<file path="src/rtl/ccd_vx_pkg.sv">
package ccd_vx_pkg;
  typedef enum logic [1:0] {
    TR_NONE    = 2'd0,
    TR_FLUSH   = 2'd1,
    TR_XFER    = 2'd2,
    TR_REFRESH = 2'd3
  } train_e;
endpackage

</file>
<file path="src/rtl/ccd_vx_events.sv">
// Input edge detection and start-request generation.
module ccd_vx_events (
  input  logic clk,
  input  logic rst_n,
  input  logic vd_i,
  input  logic gp_ext_i,
  input  logic gate_sel_i,
  input  logic sb_i,
  input  logic busy_i,
  output logic req_flush_o,
  output logic req_xfer_o,
  output logic req_refresh_o
);
  logic gate_eff;
  logic gate_q, gate_d;
  logic sb_q, sb_d;
  logic arm_q, arm_d;
  logic gate_fall;

  assign gate_eff  = gate_sel_i ? vd_i : gp_ext_i;
  assign gate_fall = gate_q & ~gate_eff;

  assign req_refresh_o = sb_i & ~sb_q;
  assign req_flush_o   = sb_i & ~busy_i & gate_fall & vd_i;
  assign req_xfer_o    = sb_i & ~busy_i & arm_q & vd_i;

  always_comb begin
    gate_d = gate_eff;
    sb_d   = sb_i;
    arm_d  = arm_q;
    if (!sb_i) begin
      arm_d = 1'b0;
    end else if (req_xfer_o || req_refresh_o) begin
      arm_d = 1'b0;
    end else if (!busy_i && gate_fall && !vd_i) begin
      arm_d = 1'b1;
    end
  end

  always_ff @(posedge clk or negedge rst_n) begin
    if (!rst_n) begin
      gate_q <= 1'b0;
      sb_q   <= 1'b0;
      arm_q  <= 1'b0;
    end else begin
      gate_q <= gate_d;
      sb_q   <= sb_d;
      arm_q  <= arm_d;
    end
  end
endmodule

</file>
<file path="src/rtl/ccd_vx_rate.sv">
// Pulse-period divider with the rate latched at restart.
module ccd_vx_rate #(
  parameter int DIV_FAST = 4,
  parameter int DIV_SLOW = 7
) (
  input  logic clk,
  input  logic rst_n,
  input  logic restart_i,
  input  logic run_i,
  input  logic fast_i,
  output logic tick_o,
  output logic phase_hi_o
);
  localparam int DMAX = (DIV_FAST > DIV_SLOW) ? DIV_FAST : DIV_SLOW;
  localparam int DW   = $clog2(DMAX + 1);
  localparam logic [DW-1:0] LAST_FAST = DW'(DIV_FAST - 1);
  localparam logic [DW-1:0] LAST_SLOW = DW'(DIV_SLOW - 1);
  localparam logic [DW-1:0] HI_FAST   = DW'(DIV_FAST / 2);
  localparam logic [DW-1:0] HI_SLOW   = DW'(DIV_SLOW / 2);

  logic [DW-1:0] div_q, div_d;
  logic          fast_q, fast_d;
  logic [DW-1:0] last_sel, hi_sel;

  assign last_sel   = fast_q ? LAST_FAST : LAST_SLOW;
  assign hi_sel     = fast_q ? HI_FAST : HI_SLOW;
  assign tick_o     = (div_q == last_sel);
  assign phase_hi_o = (div_q < hi_sel);

  always_comb begin
    div_d  = div_q;
    fast_d = fast_q;
    if (restart_i) begin
      div_d  = '0;
      fast_d = fast_i;
    end else if (run_i) begin
      div_d = tick_o ? '0 : div_q + 1'b1;
    end
  end

  always_ff @(posedge clk or negedge rst_n) begin
    if (!rst_n) begin
      div_q  <= '0;
      fast_q <= 1'b0;
    end else begin
      div_q  <= div_d;
      fast_q <= fast_d;
    end
  end
endmodule

</file>
<file path="src/rtl/ccd_vx_train.sv">
// Train state machine and pulse counter.
module ccd_vx_train
  import ccd_vx_pkg::*;
#(
  parameter int FLUSH_LEN   = 302,
  parameter int XFER_LEN    = 290,
  parameter int REFRESH_LEN = 1026
) (
  input  logic   clk,
  input  logic   rst_n,
  input  logic   sb_i,
  input  logic   req_flush_i,
  input  logic   req_xfer_i,
  input  logic   req_refresh_i,
  input  logic   tick_i,
  output logic   restart_o,
  output logic   done_o,
  output train_e kind_o
);
  localparam int LMAX0 = (FLUSH_LEN > XFER_LEN) ? FLUSH_LEN : XFER_LEN;
  localparam int LMAX  = (LMAX0 > REFRESH_LEN) ? LMAX0 : REFRESH_LEN;
  localparam int CW    = $clog2(LMAX + 1);
  localparam logic [CW-1:0] END_FLUSH   = CW'(FLUSH_LEN - 1);
  localparam logic [CW-1:0] END_XFER    = CW'(XFER_LEN - 1);
  localparam logic [CW-1:0] END_REFRESH = CW'(REFRESH_LEN - 1);

  train_e        cur_q, cur_d;
  logic [CW-1:0] pcnt_q, pcnt_d;
  logic          done_q, done_d;
  logic [CW-1:0] end_sel;

  always_comb begin
    unique case (cur_q)
      TR_FLUSH:   end_sel = END_FLUSH;
      TR_XFER:    end_sel = END_XFER;
      TR_REFRESH: end_sel = END_REFRESH;
      default:    end_sel = '0;
    endcase
  end

  always_comb begin
    cur_d     = cur_q;
    pcnt_d    = pcnt_q;
    done_d    = 1'b0;
    restart_o = 1'b0;
    if (!sb_i) begin
      cur_d  = TR_NONE;
      pcnt_d = '0;
    end else if (cur_q == TR_NONE) begin
      pcnt_d = '0;
      if (req_refresh_i) begin
        cur_d     = TR_REFRESH;
        restart_o = 1'b1;
      end else if (req_flush_i) begin
        cur_d     = TR_FLUSH;
        restart_o = 1'b1;
      end else if (req_xfer_i) begin
        cur_d     = TR_XFER;
        restart_o = 1'b1;
      end
    end else if (tick_i) begin
      if (pcnt_q == end_sel) begin
        done_d = 1'b1;
        pcnt_d = '0;
        if (cur_q == TR_REFRESH) begin
          cur_d     = TR_XFER;
          restart_o = 1'b1;
        end else begin
          cur_d = TR_NONE;
        end
      end else begin
        pcnt_d = pcnt_q + 1'b1;
      end
    end
  end

  always_ff @(posedge clk or negedge rst_n) begin
    if (!rst_n) begin
      cur_q  <= TR_NONE;
      pcnt_q <= '0;
      done_q <= 1'b0;
    end else begin
      cur_q  <= cur_d;
      pcnt_q <= pcnt_d;
      done_q <= done_d;
    end
  end

  assign done_o = done_q;
  assign kind_o = cur_q;
endmodule

</file>
<file path="src/rtl/ccd_vxfer_seq.sv">
module ccd_vxfer_seq
  import ccd_vx_pkg::*;
#(
  parameter int FLUSH_LEN   = 302,
  parameter int XFER_LEN    = 290,
  parameter int REFRESH_LEN = 1026,
  parameter int DIV_FAST    = 4,
  parameter int DIV_SLOW    = 7
) (
  input  logic       clk,
  input  logic       rst_n,
  input  logic       vd_i,
  input  logic       gp_ext_i,
  input  logic       gate_sel_i,
  input  logic       fast_i,
  input  logic       sb_i,
  output logic       pi_o,
  output logic       ps_o,
  output logic       tg_o,
  output logic       busy_o,
  output logic [1:0] kind_o,
  output logic       done_o
);
  logic   req_flush, req_xfer, req_refresh;
  logic   restart, tick, phase_hi;
  train_e kind;
  logic   strobe;

  assign busy_o = (kind != TR_NONE);
  assign kind_o = kind;
  assign strobe = busy_o & sb_i & phase_hi;
  assign pi_o   = strobe;
  assign ps_o   = strobe;
  assign tg_o   = strobe;

  ccd_vx_events u_events (
    .clk          (clk),
    .rst_n        (rst_n),
    .vd_i         (vd_i),
    .gp_ext_i     (gp_ext_i),
    .gate_sel_i   (gate_sel_i),
    .sb_i         (sb_i),
    .busy_i       (busy_o),
    .req_flush_o  (req_flush),
    .req_xfer_o   (req_xfer),
    .req_refresh_o(req_refresh)
  );

  ccd_vx_rate #(
    .DIV_FAST(DIV_FAST),
    .DIV_SLOW(DIV_SLOW)
  ) u_rate (
    .clk       (clk),
    .rst_n     (rst_n),
    .restart_i (restart),
    .run_i     (busy_o),
    .fast_i    (fast_i),
    .tick_o    (tick),
    .phase_hi_o(phase_hi)
  );

  ccd_vx_train #(
    .FLUSH_LEN  (FLUSH_LEN),
    .XFER_LEN   (XFER_LEN),
    .REFRESH_LEN(REFRESH_LEN)
  ) u_train (
    .clk          (clk),
    .rst_n        (rst_n),
    .sb_i         (sb_i),
    .req_flush_i  (req_flush),
    .req_xfer_i   (req_xfer),
    .req_refresh_i(req_refresh),
    .tick_i       (tick),
    .restart_o    (restart),
    .done_o       (done_o),
    .kind_o       (kind)
  );
endmodule

</file>
<file path="config.mk">
export PLATFORM = sky130hd
export DESIGN_NAME = ccd_vxfer_seq
export DESIGN_NICKNAME = d
export VERILOG_FILES = /design/src/rtl/ccd_vx_pkg.sv /design/src/rtl/ccd_vx_events.sv /design/src/rtl/ccd_vx_rate.sv /design/src/rtl/ccd_vx_train.sv /design/src/rtl/ccd_vxfer_seq.sv
export SDC_FILE = /design/constraint.sdc
export NUM_CORES = 1
export LEC_CHECK = 0
export BUFFER_PORTS_ARGS = -buffer_cell sky130_fd_sc_hd__buf_2
export CAP_MARGIN = 20
export CORE_UTILIZATION = 57
export DETAILED_ROUTE_END_ITERATION = 8
export GPL_TIMING_DRIVEN = 1
export PLACE_DENSITY = 0.89
export REMOVE_ABC_BUFFERS = 1
export SLEW_MARGIN = 20
export SYNTH_ARGS = -nofsm -noshare
export SYNTH_HDL_FRONTEND = slang
export SYNTH_SLANG_ARGS = --single-unit
export TNS_END_PERCENT = 100
</file>
<file path="constraint.sdc">
create_clock -name clk -period 2.6 [get_ports clk]
set_input_delay 0.26 -clock clk [delete_from_list [all_inputs] [get_ports clk]]
set_output_delay 0.26 -clock clk [all_outputs]
set_load 0.02 [all_outputs]
</file>
=== Word-level counts from Yosys, hierarchy flattened ===
Index checks and enable logic that the tools add are counted.

* Register bits after elaboration: 21
* Memory bits (read-only): 0
* RAM bits: 0
* Memories: 0
* Bits in latches: 0
* Output and inout port bits: 7

* Multipliers: 0
* Divide/modulo/power cells: 0
* Reductions and logical operators: 9
* $lt $le $gt $ge: 1
* Equal/unequal tests: 9
* Bitwise gates (word level): 12
* Shifts and indexed selects: 0
* Muxes and demuxes: 34
* $add $sub $neg: 2

{| class="wikitable"
|+ Operators by type and width
! cell !! count
|-
| 2-to-1 mux 11 bit || 4
|-
| case mux 11 bit (3 select lines) || 1
|-
| 2-to-1 mux 1 bit || 17
|-
| 2-to-1 mux 2 bit || 8
|-
| 2-to-1 mux 3 bit || 4
|-
| adder 11 x 1 -> 11 bit (second input constant) || 1
|-
| equality test 11 bit || 1
|-
| bitwise AND 1 bit || 9
|-
| != test 3 x 1 -> 1 bit (second input constant) || 3
|-
| != test 5 bit (second input constant) || 1
|-
| equality test 2 bit (second input constant) || 2
|-
| nonzero test 2 bit || 2
|-
| adder 3 x 1 -> 3 bit (second input constant) || 1
|-
| equality test 3 bit || 1
|-
| less-than comparator 3 bit || 1
|-
| inverter 1 bit || 3
|-
| AND reduction 3 bit || 1
|-
| equality test 2 x 1 -> 1 bit (second input constant) || 1
|-
| logical AND 1 bit || 2
|-
| logical NOT 1 bit || 2
|-
| logical NOT 2 bit || 1
|-
| logical OR 1 bit || 1
|}

=== Logic depth before layout (Yosys ltp) ===
Gate-level depths: netlist of run 1.

* Word-level depth: 11
* Gate-level depth with buffers: 7
* Gate-level depth less buffers: 7

=== Modules after synthesis ===
A second synthesis of run 1 with hierarchy kept.

* Cell total of the unflattened synthesis: 146
* Area total of the unflattened synthesis: 1,352.5 sq um

{| class="wikitable"
|+ By module, submodules not included
! module !! area each (sq um) !! times used !! cells each
|-
| ccd_vx_train || 929.6 || 1 || 102
|-
| ccd_vx_rate || 255.2 || 1 || 25
|-
| ccd_vx_events || 136.4 || 1 || 15
|-
| ccd_vxfer_seq || 31.3 || 1 || 4
|}

=== Least setup slack after synthesis of run 1 ===
OpenSTA, ideal clock, no wires.

* Path kind: register -> output
* From: register u_train.cur_q[1] (netlist: u_train.kind_o[1])
* To: output ps_o
* Cell stages (with the launch flop): 7
* Setup slack: 240 ps
* Data arrival time: 2,100 ps
* Required time: 2,340 ps
* Cell sequence: dfrtp_1 inv_1 ha_1 inv_1 nand2_1 nor3_1 buf_4

* Longest elaborated chain between the ends: 3

{| class="wikitable"
|+ RTL lines
! element !! RTL line !! text
|-
| from (decl) || ccd_vx_train.sv:27 || <nowiki>train_e cur_q, cur_d;</nowiki>
|-
| from (signal assigned) || ccd_vx_train.sv:83 || <nowiki>cur_q <= cur_d;</nowiki>
|-
| nonzero test 2 bit || ccd_vxfer_seq.sv:29 || <nowiki>assign busy_o = (kind != TR_NONE);</nowiki>
|-
| named net busy_o || ccd_vxfer_seq.sv:20 || <nowiki>output logic busy_o,</nowiki>
|-
| bitwise AND 1 bit (2 in series) || ccd_vxfer_seq.sv:31 || <nowiki>assign strobe = busy_o & sb_i & phase_hi;</nowiki>
|-
| to (decl) || ccd_vxfer_seq.sv:18 || <nowiki>output logic ps_o,</nowiki>
|}

The timed path passes the listed nets, and every way through them passes these cells.

=== Worst setup path after layout of run 1 ===
* From: register u_train.cur_q[1] (netlist: u_train.kind_o[1])
* To: register u_rate.fast_q

* Longest elaborated chain between the ends: 10

{| class="wikitable"
|+ RTL lines
! element !! RTL line !! text
|-
| branches (longest 8 deep; another with case mux 11 bit (3 select lines)) || -- ||
|-
| 2-to-1 mux 1 bit * || ccd_vx_train.sv:49 || <nowiki>end else if (cur_q == TR_NONE) begin</nowiki>
|-
| 2-to-1 mux 1 bit * || ccd_vx_train.sv:46 || <nowiki>if (!sb_i) begin</nowiki>
|-
| to (signal assigned) || ccd_vx_rate.sv:47 || <nowiki>fast_q <= fast_d;</nowiki>
|-
| to (decl) || ccd_vx_rate.sv:22 || <nowiki>logic fast_q, fast_d;</nowiki>
|}

Mark *: on every way between the ends.
A chain may end at the register's enable or synchronous reset.

==> results of run 1 <==
-- flip-flops by register name (all words and copies together), names as in the netlist --
register,flops
u_events.sb_q,1
u_rate.div_q,3
u_rate.fast_q,1
u_events.arm_q,1
u_train.pcnt_q,11
u_events.gate_q,1
u_train.done_o,1
u_train.kind_o,2
-- cell families (layout without fill, tap and decap cells) --
family	count (synthesis)	count (layout)	share of synthesized area
AO/OA/AOI/OAI	27	27	0.140
XOR/XNOR	6	6	0.0413
adder cells (fa/ha/maj)	8	8	0.0787
buffers and inverters	10	24	0.0413
flip-flops	21	21	0.413
multiplexers	2	2	0.0206
AND/OR/NAND/NOR	61	61	0.265
-- routing by layer --
| metal | share of wire | routed length [um] | track usage | vias to the layer above |
|---|---|---|---|---|
| met3 | 0.062 | 165 | 0.0405 | 5 |
| met4 | 0.013 | 35 | 0.103 | 0 |
| met5 | 0 | 0 | 0 | - |
| met2 | 0.49 | 1310 | 0.395 | 52 |
| met1 | 0.43 | 1150 | 0.330 | 504 |
| li1 | - | - | - | 519 |
-- metrics by stage --
| step | total power (W) | std cells | utilization | TNS (ns) | instance area (um^2) |
|---|---|---|---|---|---|
| floorplan | 0.000935 | 130 | - | -0.941 | 1240 |
| global placement | 0.00107 | 171 | 0.665 | 0 | 1350 |
| detailed placement | 0.00111 | 171 | 0.665 | 0 | 1350 |
| CTS | 0.00128 | 176 | 0.684 | 0 | 1380 |
| global route | 0.00138 | 176 | 0.684 | 0 | 1380 |
| finish | 0.00128 | 176 | 0.684 | 0 | 1380 |
-- synthesized netlist by cell type (2+ instances only) --
master    count  area share
or3_1         4       0.020
and3_1        4       0.020
xor2_1        4       0.028
nand3_1       9       0.035
buf_4         4       0.024
nand2_1      14       0.041
xnor2_1       2       0.014
dfrtp_1      21        0.41
a211oi_1      2       0.012
a21oi_1      14       0.055
nor2_1       11       0.032
inv_1         5       0.015
nand4_1       3       0.015
o21ai_0       4       0.016
nor3_1        4       0.016
nor3b_1       2       0.012
ha_1          8       0.079
-- final timing paths --
path / startpoint / to / cells after the start
worst max-delay path: u_train.kind_o[1] / u_rate.fast_q / 7
worst min-delay path: sb_i / u_events.sb_q / 1
worst max register to register: u_train.kind_o[1] / u_rate.fast_q / 7
worst min register to register: u_events.sb_q / u_events.arm_q / 1
max in group asynchronous: rst_n / u_train.done_o / 2
min in group asynchronous: rst_n / u_train.pcnt_q[1] / 2
-- layout by cell type, fill, tap and decap left out, drive strengths merged, types with 3 or more instances in the layout --
cell	count
dfrtp	21
nand2	15
a21oi	14
buf	14
nor2	11
nand3	9
ha	8
inv	5
nor3	4
or3	4
xor2	4
and3	4
o21ai	4
nand4	3
clkbuf	3
-- cell type report --
cell class                      count  share of cell area
Multi-Input combinational cell    104               0.502
Sequential cell                    21               0.380
Timing Repair Buffer               15              0.0597
Tap cell                           27              0.0244
Clock buffer                        3              0.0163
Inverter                            5              0.0136
Clock inverter                      1             0.00362
-- power by group through the flow --
stage          clock [W]  sequential [W]  combinational, W
2_1_floorplan          0        0.000448          0.000487
3_3_place_gp           0        0.000436          0.000633
3_5_place_dp           0        0.000444          0.000665
4_1_cts         0.000164        0.000437          0.000677
5_1_grt         0.000178        0.000448          0.000749
6_report        0.000164        0.000438          0.000682
-- what timing repair did --
action / in CTS / in global routing
hold endpoints to repair: 21 / 0
buffers inserted: 0 / 0
hold buffers: 1 / 0
==> key figures, run 1 <==
Status
  – Outcome: completed

Clocking
  – TritonCTS clock tree: yes
  – TritonCTS Buffers: 3
  – CTS resizes: 0
  – Max clock buf depth: 2
  – Root buf cell: clkbuf_4
  – H-tree levels: 1
  – Clock Sinks: 21
  – Worst-skew pair later-pin latency: 0.31 ns
  – Clk slew on worst S/H paths: 0.12 ns

Place
  – Input/output buffers: 13
  – Routability cong.: approximately 0.84
  – DP HPWL: between 1.5 and 2 mm
  – Pre-CTS WS: 0.220 ns

Cells and area
  – Seq. cell area: 526 um^2
  – Area delta synth->final: 8.65%
  – Antenna cells: 0
  – Layout cells sized above 1: 0.181
  – Fin nets: approximately 170
  – # fillers: 159
  – Footprint of the multi-input gates: 694 um^2

Worst setup path
  – CP delay by family, top: compound AO/OA/AOI/OAI gates
  – R2r setup slk: 0.09 ns
  – Worst endpoint required time: 2.81 ns
  – CP max FO: 7
  – CP peak stage delay: 0.46 ns
  – Crit path buf inv count: 1
  – Critical Path End Type: register
  – CP cell instances: inv_1 -> ha_1 -> or3_1 -> a22oi_1 -> nand2_2 -> o22ai_4 -> mux2_4
  – Critical Path AT: roughly 2.7 ns
  – Setup crit start kind: register
  – Crit Path Class: reg -> reg
  – Slowest cell on crit path: dfrtp_1

Detailed routing
  – Drc violations: 0
  – Via count: approximately 1100
  – Detailed Route Iter0 Violations: ~40
  – TritonRoute pass-1 iters: 4
  – DR vias/cell: 6.14
  – Antenna-violating nets left: 0
  – Avg WL per Cell: roughly 15 um
  – Final wirelength: 2.65 mm

STA
  – Final setup violation count: 0
  – Fin crit period: 2.51 ns
  – Pins Over Slew Limit: 0
  – Slew at the pin closest to its max-slew limit: 0.478 ns
  – Rel. slew slack: 0.681
  – Final WS setup: 0.0902 ns
  – Max Clock Freq: between 0.3 and 0.4 GHz
  – RSZ-0062 raised after global routing: no
  – Final Skew: 0.00414 ns
  – Final Hold Viols: 0
  – Final Cycle Share: 0.965
  – Hold WS: 0.135 ns

Die
  – Row cnt: 16
  – Die Width: 49.3 um
  – Core footprint: 2020 um^2
  – Initial Util: 0.629
  – Die area: 2430 um^2
  – I/O pins: 14
  – Chip height: 49.3 um

Pwr
  – Lkg Pwr: 0.647 nW
  – NetSw: 0.000595 W
  – Power share of the sequential group: 0.341
  – Power per cell area: 928 nW/um^2
  – Pint: 0.000688 W
  – Clock power share: 0.127
  – Logic gate share of total power: 0.531
  – Worst VDD drop: 603 uV
  – Sw Share: 0.464

Synthesis
  – Top_reg_cell synth: dfrtp_1
  – Syn. warnings: 0
  – Synth cell types: 37
  – Mapped Area: ~1300 um^2
  – Mapped Cells: 135
  – Synth Register Bits: 21
  – Post-synth EDFFs: 0
  – Mapped Avg Cell Area: 9.43 um^2
  – Sequential element share of the synthesized area: 0.413
  – Share of flip-flops with an asynchronous set or reset: 1.00

GRT
  – Number of global-route vias before repair: 981
  – Largest net degree at the start of global routing: 22
  – First-pass GRT wire length: 4.51 mm
  – GRT overflow: 0
  – Initial antenna violation count: 0
  – Global Route Usage Sum: 0.247

Hold path
  – Worst hold path type: in -> reg

Flow run
  – Maxcap violations: 0
Power figures use the tool's default switching activity.
==> run 2: changes to the inputs <==
Settings changed: CORE_UTILIZATION 57 to 55, PLACE_DENSITY 0.89 to 0.87.
==> run 2 against run 1 <==
  * Clock skew up 0.0073 ns
  * Largest cell class unchanged
  * Die area up 3.5%
  * Non-clock buffer count stayed put
  * Core utilization down 4.8 points
  * Clock-buffer cell count increased by 1
  * Highest routed layer unchanged
==> key figures, run 2 (synthesis results as in run 1) <==
Detailed routing
  – Avg WL per Cell: 14.6 um (was 15.1 um)
  – Via count: 1064 (was 1080)
  – TritonRoute pass-1 iters: 4 (unchanged)
  – Drc violations: 0 (unchanged)
  – DR vias/cell: 6.01 (was 6.14)
  – Antenna-violating nets left: 0 (unchanged)
  – Detailed Route Iter0 Violations: 30 (was 41)
  – Final wirelength: 2.58 mm (was 2.65 mm)

GRT
  – First-pass GRT wire length: 4.46 mm (was 4.51 mm)
  – Largest net degree at the start of global routing: 22 (unchanged)
  – GRT overflow: 0 (unchanged)
  – Global Route Usage Sum: 0.235 (was 0.247)
  – Number of global-route vias before repair: 1044 (was 981)
  – Initial antenna violation count: 0 (unchanged)

Cells and area
  – # fillers: 177 (was 159)
  – Footprint of the multi-input gates: 704 um^2 (was 694 um^2)
  – Antenna cells: 0 (unchanged)
  – Non-filler cells, final: 177 (was 176)
  – Most common cell after layout, fill and taps aside: dfrtp_1 (unchanged)
  – Seq. cell area: 526 um^2 (unchanged)
  – Most frequent cells in the layout: dfrtp_1 (21), nand2_1 (14), a21oi_1 (14), buf_2 (13), nor2_1 (11) (unchanged)
  – Layout cells sized above 1: 0.188 (was 0.181)
  – Largest register FFs: 11 (unchanged)
  – Fin nets: 165 (unchanged)
  – Final instance area: 1390 um^2 (was 1380 um^2)
  – Reg with most FFs: u_train.pcnt_q (unchanged)
  – Area delta synth->final: 9.44% (was 8.65%)

Clocking
  – TritonCTS Buffers: 3 (unchanged)
  – Root buf cell: clkbuf_4 (unchanged)
  – Clock Sinks: 21 (unchanged)
  – TritonCTS clock tree: yes (unchanged)
  – Max clock buf depth: 2 (unchanged)
  – Post-CTS Setup Bufs: 0 (unchanged)
  – Worst-skew pair later-pin latency: 0.32 ns (was 0.31 ns)
  – H-tree levels: 1 (unchanged)
  – Clk slew on worst S/H paths: 0.12 ns (about the same)

Pwr
  – Lkg Pwr: 0.646 nW (was 0.647 nW)
  – Power per cell area: 926 nW/um^2 (was 928 nW/um^2)
  – Worst VDD drop: 619 uV (was 603 uV)

STA
  – Final Cycle Share: 0.897 (was 0.965)
  – RSZ-0062 raised after global routing: no (unchanged)
  – Max Clock Freq: 0.429 GHz (was 0.398 GHz)
  – Final setup violation count: 0 (unchanged)
  – Fin crit period: 2.33 ns (was 2.51 ns)
  – Setup_tns: 0 ns (unchanged)
  – Final Hold Viols: 0 (unchanged)
  – Slew at the pin closest to its max-slew limit: 0.471 ns (was 0.478 ns)
  – Pins Over Slew Limit: 0 (unchanged)
  – Rel. slew slack: 0.686 (was 0.681)
  – Final WS setup: 0.269 ns (was 0.0902 ns)
  – Final Skew: 0.0115 ns (was 0.00414 ns)

Worst setup path
  – CP cell instances: inv_1 -> ha_1 -> or3_1 -> a22oi_2 -> nand2_2 -> o22ai_4 -> mux2_4 (was inv_1 -> ha_1 -> or3_1 -> a22oi_1 -> nand2_2 -> o22ai_4 -> mux2_4)
  – Crit path from: u_train.kind_o[0] (was u_train.kind_o[1])
  – Worst endpoint required time: 2.80 ns (was 2.81 ns)
  – Worst R2R Start: u_train.kind_o[0] (was u_train.kind_o[1])
  – Crit Path Class: reg -> reg (unchanged)
  – CP peak stage delay: 0.46 ns (about the same)
  – Critical Path AT: 2.54 ns (was 2.72 ns)
  – Setup crit start kind: register (unchanged)
  – Slowest cell on crit path: dfrtp_1 (unchanged)
  – CP max FO: 7 (unchanged)
  – Critical Path End Type: register (unchanged)

Place
  – Placed cells: 172 (was 171)
  – Pre-CTS WS: 0.215 ns (was 0.220 ns)
  – Placed cell areas: 1350 um^2 (about the same)
  – Input/output buffers: 13 (unchanged)
  – Routability cong.: 0.827 (was 0.843)
  – DP HPWL: 1.85 mm (was 1.91 mm)

Status
  – Outcome: completed (unchanged)

Flow run
  – Maxcap violations: 0 (unchanged)

Die
  – I/O pins: 14 (unchanged)
  – Core footprint: 2190 um^2 (was 2020 um^2)
  – Die Width: 50.1 um (was 49.3 um)
  – Initial Util: 0.581 (was 0.629)
  – Chip height: 50.1 um (was 49.3 um)
  – Die area: 2510 um^2 (was 2430 um^2)
  – Row cnt: 17 (was 16)

Hold path
  – Hold wc startpoint: sb_i (unchanged)
  – Worst hold path type: in -> reg (unchanged)
## run 2: cell types whose count changed in the layout (fill, tap and decap cells not counted), sizes merged
cell / previous run / this run
clkinv: 1 / 0
clkbuf: 3 / 4
## run 2: worst max-delay path: cells and delay by family, from the launching register on
kind                       cells  cell delay, ns
AOI/OAI and AO/OA              2            0.49
adders and majority gates      1            0.31
buffers and inverters          1            0.10
DFF                            1            0.46
muxes                          1            0.32
and+or+nand+nor                2            0.55
## run 2: metrics by stage
stage	power (W)	util	hold slack, ns
2_1_floorplan	0.000935	-	-0.0356
3_3_place_gp	0.00107	0.615	0.233
3_5_place_dp	0.00111	0.615	0.240
4_1_cts	0.00127	0.631	0.127
5_1_grt	0.00139	0.636	0.123
6_report	0.00129	0.636	0.137
## run 2: repair_timing
action / in CTS / in global routing
resized for setup: 0 / 2
endpoints found under the setup margin: 0 / 4
hold endpoints to repair: 21 / 0
hold buffers: 1 / 0
## run 2: area by class of cell
type,instances,share of cell area
Clock buffer,4,0.0189
Inverter,5,0.0135
Multi-Input combinational cell,104,0.506
Sequential cell,21,0.377
Tap cell,28,0.0252
Timing Repair Buffer,15,0.0593
## run 2: worst paths after layout
path | slack (ns) | cells past startpoint | end
setup / recovery | 0.27 | 7 | u_rate.fast_q
hold / removal | 0.14 | 1 | u_events.sb_q
setup reg to reg | 0.27 | 7 | u_rate.fast_q
hold reg to reg | 0.57 | 1 | u_events.arm_q
max in group asynchronous | 1.85 | 2 | u_train.kind_o[1]
min in group asynchronous | 0.41 | 2 | u_train.pcnt_q[4]
## run 2: per-layer routing
layer	global-route usage	part of all wire
met5	0	0
met4	0.133	0.017
met3	0.0401	0.057
met2	0.382	0.48
met1	0.289	0.44
## run 2: power breakdown
part	internal [W]	total, W	switching (W)
Clock	0.0000601	0.000163	0.000103
Sequential	0.000376	0.000437	0.0000609
Combinational	0.000264	0.000689	0.000425
==> run 3: changes to the inputs <==
Clock period 2.6 ns to 2.29 ns, I/O delays scaled along.
==> run 3 against run 2 <==
  * Hold slack lost 0.029 ns
  * Design area rose by 1.4%
  * First-iteration DRC count increased by 30%
  * Core utilization rose by 0.91 points
  * Via count rose by 2.7%
  * Critical path depth stayed put
  * Sequential cell count unchanged
  * Non-clock buffer count increased by 3
  * Die area unchanged
  * Global-route usage fell by 0.50 points
  * Highest routed layer unchanged
==> key figures, run 3 (synthesis results as in run 1) <==
Hold path
  – Hold wc startpoint: sb_i (unchanged)
  – Worst hold path type: in -> reg (unchanged)
  – Hold depth: 1 (unchanged)

Die
  – Row cnt: 17 (unchanged)
  – Die area: 2510 um^2 (unchanged)
  – I/O pins: 14 (unchanged)
  – Initial Util: 0.581 (unchanged)
  – Chip height: 50.1 um (unchanged)
  – Core footprint: 2190 um^2 (unchanged)
  – Die Width: 50.1 um (unchanged)

Clocking
  – Worst-skew pair later-pin latency: 0.30 ns (was 0.32 ns)
  – Clk slew on worst S/H paths: 0.11 ns (was 0.12 ns)
  – H-tree levels: 1 (unchanged)
  – Root buf cell: clkbuf_4 (unchanged)
  – TritonCTS clock tree: yes (unchanged)
  – Clock Sinks: 21 (unchanged)
  – TritonCTS Buffers: 3 (unchanged)
  – Max clock buf depth: 2 (unchanged)

Place
  – Input/output buffers: 13 (unchanged)
  – Routability cong.: 0.852 (was 0.827)
  – DP HPWL: 1.95 mm (was 1.85 mm)

Detailed routing
  – DR vias/cell: 6.07 (was 6.01)
  – Via count: 1093 (was 1064)
  – Final wirelength: 2.59 mm (was 2.58 mm)
  – Drc violations: 0 (unchanged)
  – Detailed Route Iter0 Violations: 39 (was 30)
  – TritonRoute pass-1 iters: 4 (unchanged)
  – Antenna-violating nets left: 0 (unchanged)
  – Avg WL per Cell: 14.4 um (was 14.6 um)

Worst setup path
  – Crit Path Class: reg -> reg (unchanged)
  – CP peak stage delay: 0.40 ns (was 0.46 ns)
  – CP cell instances: inv_1 -> ha_1 -> or3_1 -> a22oi_1 -> nand2_2 -> o22ai_4 -> mux2_4 (was inv_1 -> ha_1 -> or3_1 -> a22oi_2 -> nand2_2 -> o22ai_4 -> mux2_4)
  – Critical Path End Type: register (unchanged)
  – Worst R2R Start: u_train.kind_o[1] (was u_train.kind_o[0])
  – Setup crit start kind: register (unchanged)
  – R2R depth: 7 (unchanged)
  – Crit path from: u_train.kind_o[1] (was u_train.kind_o[0])
  – Slowest cell on crit path: dfrtp_1 (unchanged)
  – CP max FO: 7 (unchanged)
  – Worst endpoint required time: 2.49 ns (was 2.80 ns)
  – Critical Path AT: 2.40 ns (was 2.54 ns)

STA
  – Final Cycle Share: 0.959 (was 0.897)
  – Max Clock Freq: 0.455 GHz (was 0.429 GHz)
  – Setup_tns: 0 ns (unchanged)
  – Fin crit period: 2.20 ns (was 2.33 ns)
  – Rel. slew slack: 0.690 (was 0.686)
  – Slew at the pin closest to its max-slew limit: 0.465 ns (was 0.471 ns)
  – Final setup violation count: 0 (unchanged)
  – RSZ-0062 raised after global routing: no (unchanged)
  – Final Skew: 0.00102 ns (was 0.0115 ns)
  – Final Hold Viols: 0 (unchanged)
  – Pins Over Slew Limit: 0 (unchanged)

Cells and area
  – Layout cells sized above 1: 0.204 (was 0.188)
  – Util after Layout: 0.645 (was 0.636)
  – Most frequent cells in the layout: dfrtp_1 (21), a21oi_1 (14), nand2_1 (13), buf_2 (13), nor2_1 (11) (was dfrtp_1 (21), nand2_1 (14), a21oi_1 (14), buf_2 (13), nor2_1 (11))
  – Antenna cells: 0 (unchanged)
  – Area delta synth->final: 11.0% (was 9.44%)
  – Reg with most FFs: u_train.pcnt_q (unchanged)
  – Fin nets: 168 (was 165)
  – # fillers: 170 (was 177)
  – Largest register FFs: 11 (unchanged)
  – Most common cell after layout, fill and taps aside: dfrtp_1 (unchanged)

GRT
  – Number of global-route vias before repair: 1050 (was 1044)
  – First-pass GRT wire length: 4.40 mm (was 4.46 mm)
  – Initial antenna violation count: 0 (unchanged)
  – GRT overflow: 0 (unchanged)
  – Global Route Usage Sum: 0.230 (was 0.235)
  – Largest net degree at the start of global routing: 22 (unchanged)

Pwr
  – Worst VDD drop: 702 uV (was 619 uV)
  – Lkg Pwr: 0.661 nW (was 0.646 nW)
  – Total power: 0.00151 W (was 0.00129 W)
  – Power per cell area: 1070 nW/um^2 (was 926 nW/um^2)

Status
  – Outcome: completed (unchanged)

Flow run
  – Maxcap violations: 0 (unchanged)
[run 3: path summary, 6_finish.rpt]
check | end | slack (ns)
worst min register to register | u_events.arm_q | 0.57
worst max-delay path | u_rate.fast_q | 0.09
worst max register to register | u_rate.fast_q | 0.09
worst min-delay path | u_events.sb_q | 0.11
max in group asynchronous | u_train.kind_o[0] | 1.58
min in group asynchronous | u_train.pcnt_q[9] | 0.39
[run 3: what timing repair did]
action                                  CTS  global route
hold endpoints to repair                 21             0
endpoints found under the setup margin    0             3
setup buffers                             0             0
hold buffers                              1             0
resized for setup                         0             2
[run 3: area by class of cell]
cell class                      count  area, um^2  area share
Timing Repair Buffer               18         105      0.0744
Inverter                            5        18.8      0.0133
Clock buffer                        4        26.3      0.0186
Sequential cell                    21         526       0.372
Multi-Input combinational cell    104         702       0.497
Tap cell                           28        35.0      0.0248
[run 3: per-layer routing]
metal / routed length (um) / track usage / up-vias
met5: 0 / 0 / -
met4: 72 / 0.124 / 0
met3: 140 / 0.0401 / 9
met2: 1230 / 0.362 / 42
met1: 1150 / 0.295 / 518
li1: - / - / 524
[run 3: metrics by stage]
| step | std cells | hold WS (ns) | worst slack [ns] | area, um^2 |
|---|---|---|---|---|
| 3_5_place_dp | 175 | 0.211 | 0.130 | 1370 |
| 3_3_place_gp | 175 | 0.205 | 0.234 | 1370 |
| 4_1_cts | 180 | 0.102 | 0.0867 | 1410 |
| 6_report | 180 | 0.108 | 0.0942 | 1410 |
| 2_1_floorplan | 130 | -0.0666 | -0.593 | 1240 |
| 5_1_grt | 180 | 0.103 | 0.0101 | 1410 |
[run 3: worst max-delay path: cells and delay by family, from the launching register on]
family                     cells  cell delay [ns]
AOI/OAI and AO/OA              2             0.48
muxes                          1             0.32
adders and majority gates      1             0.25
buffers and inverters          1             0.10
DFF                            1             0.40
and+or+nand+nor                2             0.53
[run 3: report_power, final]
part | leakage, nW | switching (W) | internal, W
clock | 0.0150 | 0.000111 | 0.0000680
combinational | 0.365 | 0.000518 | 0.000335
sequential | 0.281 | 0.0000529 | 0.000427
total | 0.661 | 0.000683 | 0.000830
